File: src/rtl/tmr_ext_pkg.sv
package tmr_ext_pkg;
  localparam int NCH     = 8;  // channels in the bank
  localparam int CH_BASE = 4;  // number of the first channel, also its status bit
  localparam int CTRL_W  = 10;

  // control word bit positions
  localparam int B_CLR  = 3;   // zero own counter on match
  localparam int B_PER  = 6;   // stay armed after match
  localparam int B_OWN  = 7;   // run on own counter
  localparam int B_HALT = 8;   // wide channels: force stop
  localparam int B_SNAP = 9;   // channels 9/11: snapshot on counter read

  // address regions, bits 7:5 of the byte address
  localparam logic [2:0] RG_CNT   = 3'b010;
  localparam logic [2:0] RG_MATCH = 3'b100;
  localparam logic [2:0] RG_CTRL  = 3'b110;
  localparam logic [7:0] A_STAT   = 8'h14;
  localparam logic [7:0] A_SNAP   = 8'h20;

  function automatic int leader_of(input int k);
    if (k < 4) return 0;
    else if (k < 6) return 4;
    else return 6;
  endfunction
endpackage

File: src/rtl/tmr_rate_mux.sv
module tmr_rate_mux #(
  parameter int NRATE = 5
) (
  input  logic [2:0]       sel,
  input  logic             halt,
  input  logic [NRATE-1:0] ticks,
  output logic             adv
);
  always_comb begin
    adv = 1'b0;
    for (int r = 0; r < NRATE; r++) begin
      if (!halt && sel == 3'(r + 1)) adv = ticks[r];
    end
  end
endmodule

File: src/rtl/tmr_match_chan.sv
module tmr_match_chan
  import tmr_ext_pkg::*;
#(
  parameter int CNT_W = 32,
  parameter int NRATE = 5,
  parameter bit WIDE  = 1'b0,
  parameter bit LEAD  = 1'b0
) (
  input  logic              clk,
  input  logic              rst_n,
  input  logic              ctrl_we,
  input  logic              match_we,
  input  logic              cnt_we,
  input  logic [CTRL_W-1:0] ctrl_wd,
  input  logic [CNT_W-1:0]  val_wd,
  input  logic [NRATE-1:0]  ticks,
  input  logic [CNT_W-1:0]  lead_cnt,
  input  logic              lead_adv,
  output logic [CNT_W-1:0]  own_cnt,
  output logic              own_adv,
  output logic [CTRL_W-1:0] ctrl_q,
  output logic [CNT_W-1:0]  match_q,
  output logic              fire
);
  localparam logic [CTRL_W-1:0] KEEP = WIDE ? 10'h3FF : 10'h0FF;
  localparam logic [CNT_W-1:0]  ONE  = CNT_W'(1);

  logic             armed;
  logic             use_own;
  logic             halt;
  logic [CNT_W-1:0] src_cnt;
  logic             src_adv;

  assign use_own = LEAD || ctrl_q[B_OWN];
  assign halt    = (WIDE && ctrl_q[B_HALT]) || !use_own;

  tmr_rate_mux #(.NRATE(NRATE)) u_rate (
    .sel  (ctrl_q[2:0]),
    .halt (halt),
    .ticks(ticks),
    .adv  (own_adv)
  );

  assign src_cnt = use_own ? own_cnt : lead_cnt;
  assign src_adv = use_own ? own_adv : lead_adv;
  assign fire    = armed && src_adv && ((src_cnt + ONE) == match_q);

  always_ff @(posedge clk or negedge rst_n) begin
    if (!rst_n) begin
      ctrl_q  <= '0;
      match_q <= '0;
      own_cnt <= '0;
      armed   <= 1'b1;
    end else begin
      if (ctrl_we)  ctrl_q  <= ctrl_wd & KEEP;
      if (match_we) match_q <= val_wd;
      if (ctrl_we || match_we)      armed <= 1'b1;
      else if (fire && !ctrl_q[B_PER]) armed <= 1'b0;
      if (cnt_we) own_cnt <= val_wd;
      else if (own_adv) begin
        if (fire && use_own && ctrl_q[B_CLR]) own_cnt <= '0;
        else                                  own_cnt <= own_cnt + ONE;
      end
    end
  end

  AST_REARM_ON_WRITE: assert property (@(posedge clk) disable iff (!rst_n)
    (ctrl_we || match_we) |=> armed);
  AST_ONESHOT_DISARM: assert property (@(posedge clk) disable iff (!rst_n)
    (fire && !ctrl_q[B_PER] && !ctrl_we && !match_we) |=> !armed);
  AST_HOLD_WHEN_IDLE: assert property (@(posedge clk) disable iff (!rst_n)
    (!own_adv && !cnt_we) |=> $stable(own_cnt));
  AST_CLEAR_ON_MATCH: assert property (@(posedge clk) disable iff (!rst_n)
    (fire && use_own && ctrl_q[B_CLR] && !cnt_we) |=> (own_cnt == '0));
  AST_FOLLOWER_IDLE: assert property (@(posedge clk) disable iff (!rst_n)
    (!use_own && !cnt_we) |=> $stable(own_cnt));
endmodule

File: src/rtl/tmr_ext_bank.sv
module tmr_ext_bank
  import tmr_ext_pkg::*;
#(
  parameter int CNT_W = 32,
  parameter int NRATE = 5
) (
  input  logic             clk,
  input  logic             rst_n,
  input  logic             bus_wr,
  input  logic             bus_rd,
  input  logic [7:0]       bus_addr,
  input  logic [31:0]      bus_wdata,
  output logic [31:0]      bus_rdata,
  input  logic [NRATE-1:0] tick_i,
  input  logic [NCH-1:0]   irq_en_i,
  output logic             irq_o
);
  localparam int SLOT_W = $clog2(NCH);

  logic [SLOT_W-1:0] slot;
  logic              sel_cnt, sel_match, sel_ctrl, sel_stat;

  logic [CNT_W-1:0]  cnt_a   [NCH];
  logic [CNT_W-1:0]  match_a [NCH];
  logic [CTRL_W-1:0] ctrl_a  [NCH];
  logic [NCH-1:0]    adv_v;
  logic [NCH-1:0]    fire_v;
  logic [NCH-1:0]    stat_q;
  logic [NCH-1:0]    stat_clr;
  logic [CNT_W-1:0]  snap_q;
  logic [CNT_W-1:0]  snap_src;
  logic              snap_cap;

  assign slot      = bus_addr[SLOT_W+1:2];
  assign sel_cnt   = (bus_addr[7:5] == RG_CNT)   && (bus_addr[1:0] == 2'b00);
  assign sel_match = (bus_addr[7:5] == RG_MATCH) && (bus_addr[1:0] == 2'b00);
  assign sel_ctrl  = (bus_addr[7:5] == RG_CTRL)  && (bus_addr[1:0] == 2'b00);
  assign sel_stat  = (bus_addr == A_STAT);

  for (genvar k = 0; k < NCH; k++) begin : g_ch
    localparam int LD = leader_of(k);
    logic hit;
    assign hit = (slot == SLOT_W'(k));

    tmr_match_chan #(
      .CNT_W(CNT_W),
      .NRATE(NRATE),
      .WIDE (k >= 4),
      .LEAD (k == LD)
    ) u_chan (
      .clk     (clk),
      .rst_n   (rst_n),
      .ctrl_we (bus_wr && sel_ctrl && hit),
      .match_we(bus_wr && sel_match && hit),
      .cnt_we  (bus_wr && sel_cnt && hit),
      .ctrl_wd (bus_wdata[CTRL_W-1:0]),
      .val_wd  (bus_wdata[CNT_W-1:0]),
      .ticks   (tick_i),
      .lead_cnt(cnt_a[LD]),
      .lead_adv(adv_v[LD]),
      .own_cnt (cnt_a[k]),
      .own_adv (adv_v[k]),
      .ctrl_q  (ctrl_a[k]),
      .match_q (match_a[k]),
      .fire    (fire_v[k])
    );

    AST_STATUS_ON_FIRE: assert property (@(posedge clk) disable iff (!rst_n)
      (fire_v[k] && irq_en_i[k]) |=> stat_q[k]);
    AST_STATUS_MASKED: assert property (@(posedge clk) disable iff (!rst_n)
      (!stat_q[k] && !(fire_v[k] && irq_en_i[k])) |=> !stat_q[k]);
  end

  // status: fires set, ones written clear, set wins
  assign stat_clr = (bus_wr && sel_stat) ? bus_wdata[CH_BASE +: NCH] : '0;

  always_ff @(posedge clk or negedge rst_n) begin
    if (!rst_n) stat_q <= '0;
    else        stat_q <= (stat_q & ~stat_clr) | (fire_v & irq_en_i);
  end

  assign irq_o = |stat_q;

  // snapshot: reading counter of an odd wide channel copies its leader
  always_comb begin
    snap_cap = 1'b0;
    snap_src = '0;
    for (int k = 5; k < NCH; k += 2) begin
      if (bus_rd && sel_cnt && slot == SLOT_W'(k) && ctrl_a[k][B_SNAP]) begin
        snap_cap = 1'b1;
        snap_src = cnt_a[k-1];
      end
    end
  end

  always_ff @(posedge clk or negedge rst_n) begin
    if (!rst_n)        snap_q <= '0;
    else if (snap_cap) snap_q <= snap_src;
  end

  always_comb begin
    bus_rdata = '0;
    if (bus_rd) begin
      if (sel_cnt)               bus_rdata = 32'(cnt_a[slot]);
      else if (sel_match)        bus_rdata = 32'(match_a[slot]);
      else if (sel_ctrl)         bus_rdata = 32'(ctrl_a[slot]);
      else if (sel_stat)         bus_rdata[CH_BASE +: NCH] = stat_q;
      else if (bus_addr == A_SNAP) bus_rdata = 32'(snap_q);
    end
  end

  AST_IRQ_DROPS: assert property (@(posedge clk) disable iff (!rst_n)
    (bus_wr && sel_stat && (&bus_wdata[CH_BASE +: NCH]) && !(|(fire_v & irq_en_i)))
      |=> !irq_o);
  AST_SNAP_HOLD: assert property (@(posedge clk) disable iff (!rst_n)
    !snap_cap |=> $stable(snap_q));
endmodule

File: config.mk
export PLATFORM = sky130hd
export DESIGN_NAME = tmr_ext_bank
export DESIGN_NICKNAME = d
export VERILOG_FILES = /design/src/rtl/tmr_ext_pkg.sv /design/src/rtl/tmr_rate_mux.sv /design/src/rtl/tmr_match_chan.sv /design/src/rtl/tmr_ext_bank.sv
export SDC_FILE = /design/constraint.sdc
export NUM_CORES = 2
export LEC_CHECK = 0
export CAP_MARGIN = 20
export CORE_AREA = 2 2 291 436
export CTS_BUF_LIST = sky130_fd_sc_hd__clkbuf_8
export DETAILED_ROUTE_END_ITERATION = 8
export DIE_AREA = 0 0 293 438
export DONT_BUFFER_PORTS = 1
export PLACE_DENSITY_LB_ADDON = 0.15
export RECOVER_POWER = 25
export SKIP_LAST_GASP = 1
export SLEW_MARGIN = 25
export SYNTH_ARGS = -nofsm -noshare
export SYNTH_HDL_FRONTEND = slang
export SYNTH_SLANG_ARGS = --single-unit
File: constraint.sdc
create_clock -name clk -period 4.67 [get_ports clk]
set_input_delay 0.467 -clock clk [delete_from_list [all_inputs] [get_ports clk]]
set_output_delay 0.467 -clock clk [all_outputs]
set_load 0.1 [all_outputs]
==> summary.md <==
| Metric | Value |
|---|---|
| Post-CTS Setup Bufs | 0 |
| Status | complete, but fails checks |
| Core area | between 100,000 and 150,000 sq um |
| Max-slew violations | roughly 110 |
| Initial antenna violation count | 24 |
| Routed Antenna Nets | 0 |
| Synth warn | 0 |
| Cts bufs inserted | 112 |
| Number of cells on the worst hold path | 4 |
| Pint | 10.7 mW |
| Power share of the clock group | about a third |
| Vias | ~48,000 |
| Seq cells post-synth | about 630 |
| FP Rows | 159 |
| WL final | roughly 230,000 um |
| CTS Buffer Depth | 3 |
| Die Wd | about 290 um |
| Syn Inst Count | 5,637 |
| Clk Latency, worst-skew pair | approximately 0.85 ns |
| Synth cell count leaders | 624 x dfrtp_1, 495 x nand2_1, 434 x nor2_1, 422 x clkbuf_1, 394 x a21oi_1 |
| Fillers | 12,400 |
| Setup slack at placement | 0.146 ns |
| Die ar. | 128,000 sq um |
| Async set or reset register ratio after synthesis | 100% |
| Leading area contributor after synthesis | dfrtp_1 |
| Port Buffers | 0 |
| Vias per inst | ~6.4 |
| Starting Density | roughly two fifths |
| Most common cell in the netlist | dfrtp_1 |
| Hold Fails Final Rpt | 0 |
| Worst slew pin tran | 2.95 ns |
| Post-synth EDFFs | 0 |
| Max Clk Rate | 220 MHz |
| MaxCap Viol Count | 1 |
| Clock root buffer | clkbuf_8 |
| Final min period | ~4.5 ns |
| Most frequent cell on the critical path | buf_4 |
| RePlAce Congestion | around 1.0 |
| Yosys top cell area share | between 30% and 40% |
| Worst vdd ir | roughly 0.21 mV |
| Slew margin rel. | -96.8% |
| Hold Slack | 0.101 ns |
| Post-Syn Nets | around 5,700 |
| Reg2Reg Depth | 16 |
| TritonRoute pass-1 iters | 9 |
| H-tree Lvls | 3 |
| Area delta synth->final | 13.8% |
| Switching Share | between 30% and 40% |
| Vias in the first global route | between 40,000 and 50,000 |
| CTS Sinks | 632 |
| # IOs | 90 |
| DPL Wire Length | 169,000 um |
| Post-synth top flop | dfrtp_1 |
| CP Class | flop to flop |
| Register area share after synthesis | a little under a third |
| Die height | roughly 440 um |
| Final setup violation count | 0 |
| Power Dens Cells | 297 nW/um^2 |
| Final worst slack | approximately 0.12 ns |
| Clk_skew | 0.0427 ns |
| Failing checks | max-capacitance violations, max-slew violations |
| Leak | approximately 22 nW |
| First-pass GRT wire length | 330,000 um |
| CP required | ~5.4 ns |
| Worst Hold Class | primary input to flop |
| Synth cell types | 98 |
| Max incr delay on CP | between 0.7 and 0.8 ns |
| Mean post-synth cell area | slightly below 9 sq um |
| Switching power | roughly 6.0 mW |
| Cell breakdown of the critical path | nand4_1 -> buf_4 -> nor4_2 -> buf_4 -> and4b_1 -> xnor2_1 -> buf_12 -> a21oi_1 -> nand4_1 -> buf_4 -> nor4_4 -> buf_12 -> nor2_1 -> buf_4 -> a21oi_1 -> a21oi_1 |
| Nets | 5,779 |
| Arrival @ worst endpoint | 5.31 ns |
| RSZ-0062 raised after global routing | false |
| Netlist Area Pre-Place | ~50,000 sq um |
| Routed length per instance | between 30 and 40 um |
| Largest net degree at the start of global routing | 633 |
| CTS tree | done |
| Max FO, Critical Path | 9 |
| Final worst path period share | between 90% and 100% |
| DR DRC count | 0 |
| Reg clk slew, reported paths | approximately 0.080 ns |
| Nature of the critical path startpoint | flop |
| Gr ovfl total | 0 |
| GRT Total Usage | a little over a third |
| Sequential power share | between 30 and 40% |
| DRT iter0 DRCs | ~5,000 |
| Slowest CP cell | nor4_2 |
| Layout cells sized above 1 | between 20% and 30% |
| Crit. End Element | flop |
| Ranking of synthesized cells by area | dfrtp_1 32%, mux2_2 7.2%, mux4_2 6.6% |
| Gate power share | 29.3% |
[power by group through the flow]
| stage | Sequential, mW | Combinational, mW | Clock, mW |
|---|---|---|---|
| floorplan | 6.00 | 2.99 | 0 |
| finish | 6.10 | 4.91 | 5.74 |
| global route | 6.13 | 5.18 | 6.05 |
| global placement | 6.18 | 4.46 | 0 |
| CTS | 6.09 | 4.69 | 5.85 |
| detailed placement | 6.19 | 4.49 | 0 |
[path summary, 6_finish.rpt]
kind / slack (ns) / endpoint / start
max reg2reg: 0.12 / g_ch[0].u_chan.own_cnt[25] / g_ch[0].u_chan.own_cnt[8]
min: 0.10 / stat_q[0] / irq_en_i[0]
max: 0.12 / g_ch[0].u_chan.own_cnt[25] / g_ch[0].u_chan.own_cnt[8]
min reg2reg: 0.48 / g_ch[5].u_chan.ctrl_q[5] / g_ch[5].u_chan.ctrl_q[5]
max in group asynchronous: 0.92 / g_ch[5].u_chan.ctrl_q[7] / rst_n
min in group asynchronous: 1.15 / g_ch[6].u_chan.match_q[28] / rst_n
[registers in the layout, summed over array words and instances (netlist names)]
signal	count
snap_q	32
g_ch.u_chan.match_q	256
g_ch.u_chan.ctrl_q	72
g_ch.u_chan.own_cnt	256
stat_q	8
g_ch.u_chan.armed	8
[cell type report]
cell class	count	area, sq um	share of cell area (%)
Multi-Input combinational cell	4376	31500	55.8
Clock inverter	68	494	0.877
Antenna cell	9	22.5	0.0400
Sequential cell	632	15800	28.1
Timing Repair Buffer	502	4330	7.68
Inverter	85	322	0.571
Clock buffer	136	1870	3.32
Tap cell	1610	2010	3.57
[per-layer routing]
metal / vias to the layer above / wire (um) / track usage, %
met4: 12 / 17500 / 22.9
met3: 591 / 15200 / 5.23
met1: 24200 / 85600 / 41.6
met2: 2046 / 111000 / 59.2
li1: 21000 / - / -
met5: - / 70 / 0
[metrics by stage]
| stage | setup TNS [ns] | power (mW) | util [%] | area, sq um | instances |
|---|---|---|---|---|---|
| 2_1_floorplan | -0.0867 | 8.99 | - | 49500 | 5637 |
| 3_3_place_gp | 0 | 10.6 | 42.5 | 53100 | 7132 |
| 3_5_place_dp | 0 | 10.7 | 42.5 | 53100 | 7132 |
| 4_1_cts | 0 | 16.6 | 45.1 | 56200 | 7404 |
| 5_1_grt | 0 | 17.4 | 45.2 | 56300 | 7411 |
| 6_report | 0 | 16.8 | 45.2 | 56400 | 7418 |
[cells by family (layout without fill, tap and decap cells)]
| logic type | Yosys count | in the layout | synth area share, % |
|---|---|---|---|
| DFF | 632 | 632 | 32.0 |
| buffers and inverters | 629 | 791 | 5.01 |
| adders and majority gates | 14 | 14 | 0.349 |
| xor gates and xnor gates | 353 | 353 | 6.33 |
| and+or+nand+nor | 2029 | 2029 | 20.9 |
| muxes | 755 | 755 | 19.8 |
| other | 0 | 9 | 0 |
| AOI/OAI and AO/OA | 1225 | 1225 | 15.7 |
[placed cells by master (no fill, tap or decap), types with 41 or more instances in the layout]
cell type        n
a21oi_1        394
a221oi_1        42
a22oi_1         52
a31oi_1         82
and2_1          46
and3_1          64
buf_4          411
clkbuf_8       136
dfrtp_1        619
dlygate4sd3_1   49
inv_1          119
mux2_2         318
mux2i_1        291
mux4_2         146
nand2_1        488
nand3_1        228
nand3b_1        41
nand4_1        136
nor2_1         431
nor3_1         159
nor4_1          68
o21ai_0        252
o22ai_1         50
or3_1           63
or4_1           48
xnor2_1        238
xor2_1         112
[worst max-delay path, delay by kind of cell (launching register included)]
kind / cells / cell delay (ns)
xor gates and xnor gates: 1 / 0.22
AOI/OAI and AO/OA: 3 / 0.29
DFF: 1 / 0.58
and+or+nand+nor: 6 / 2.11
buffers and inverters: 6 / 1.24
[repair_timing]
| action | CTS | global route |
|---|---|---|
| hold buffers | 68 | 2 |
| endpoints found under the setup margin | 0 | 22 |
| hold endpoints to repair | 1175 | 356 |
| gates resized for setup | 0 | 3 |
Note: power is estimated with default switching activity, not from simulation.
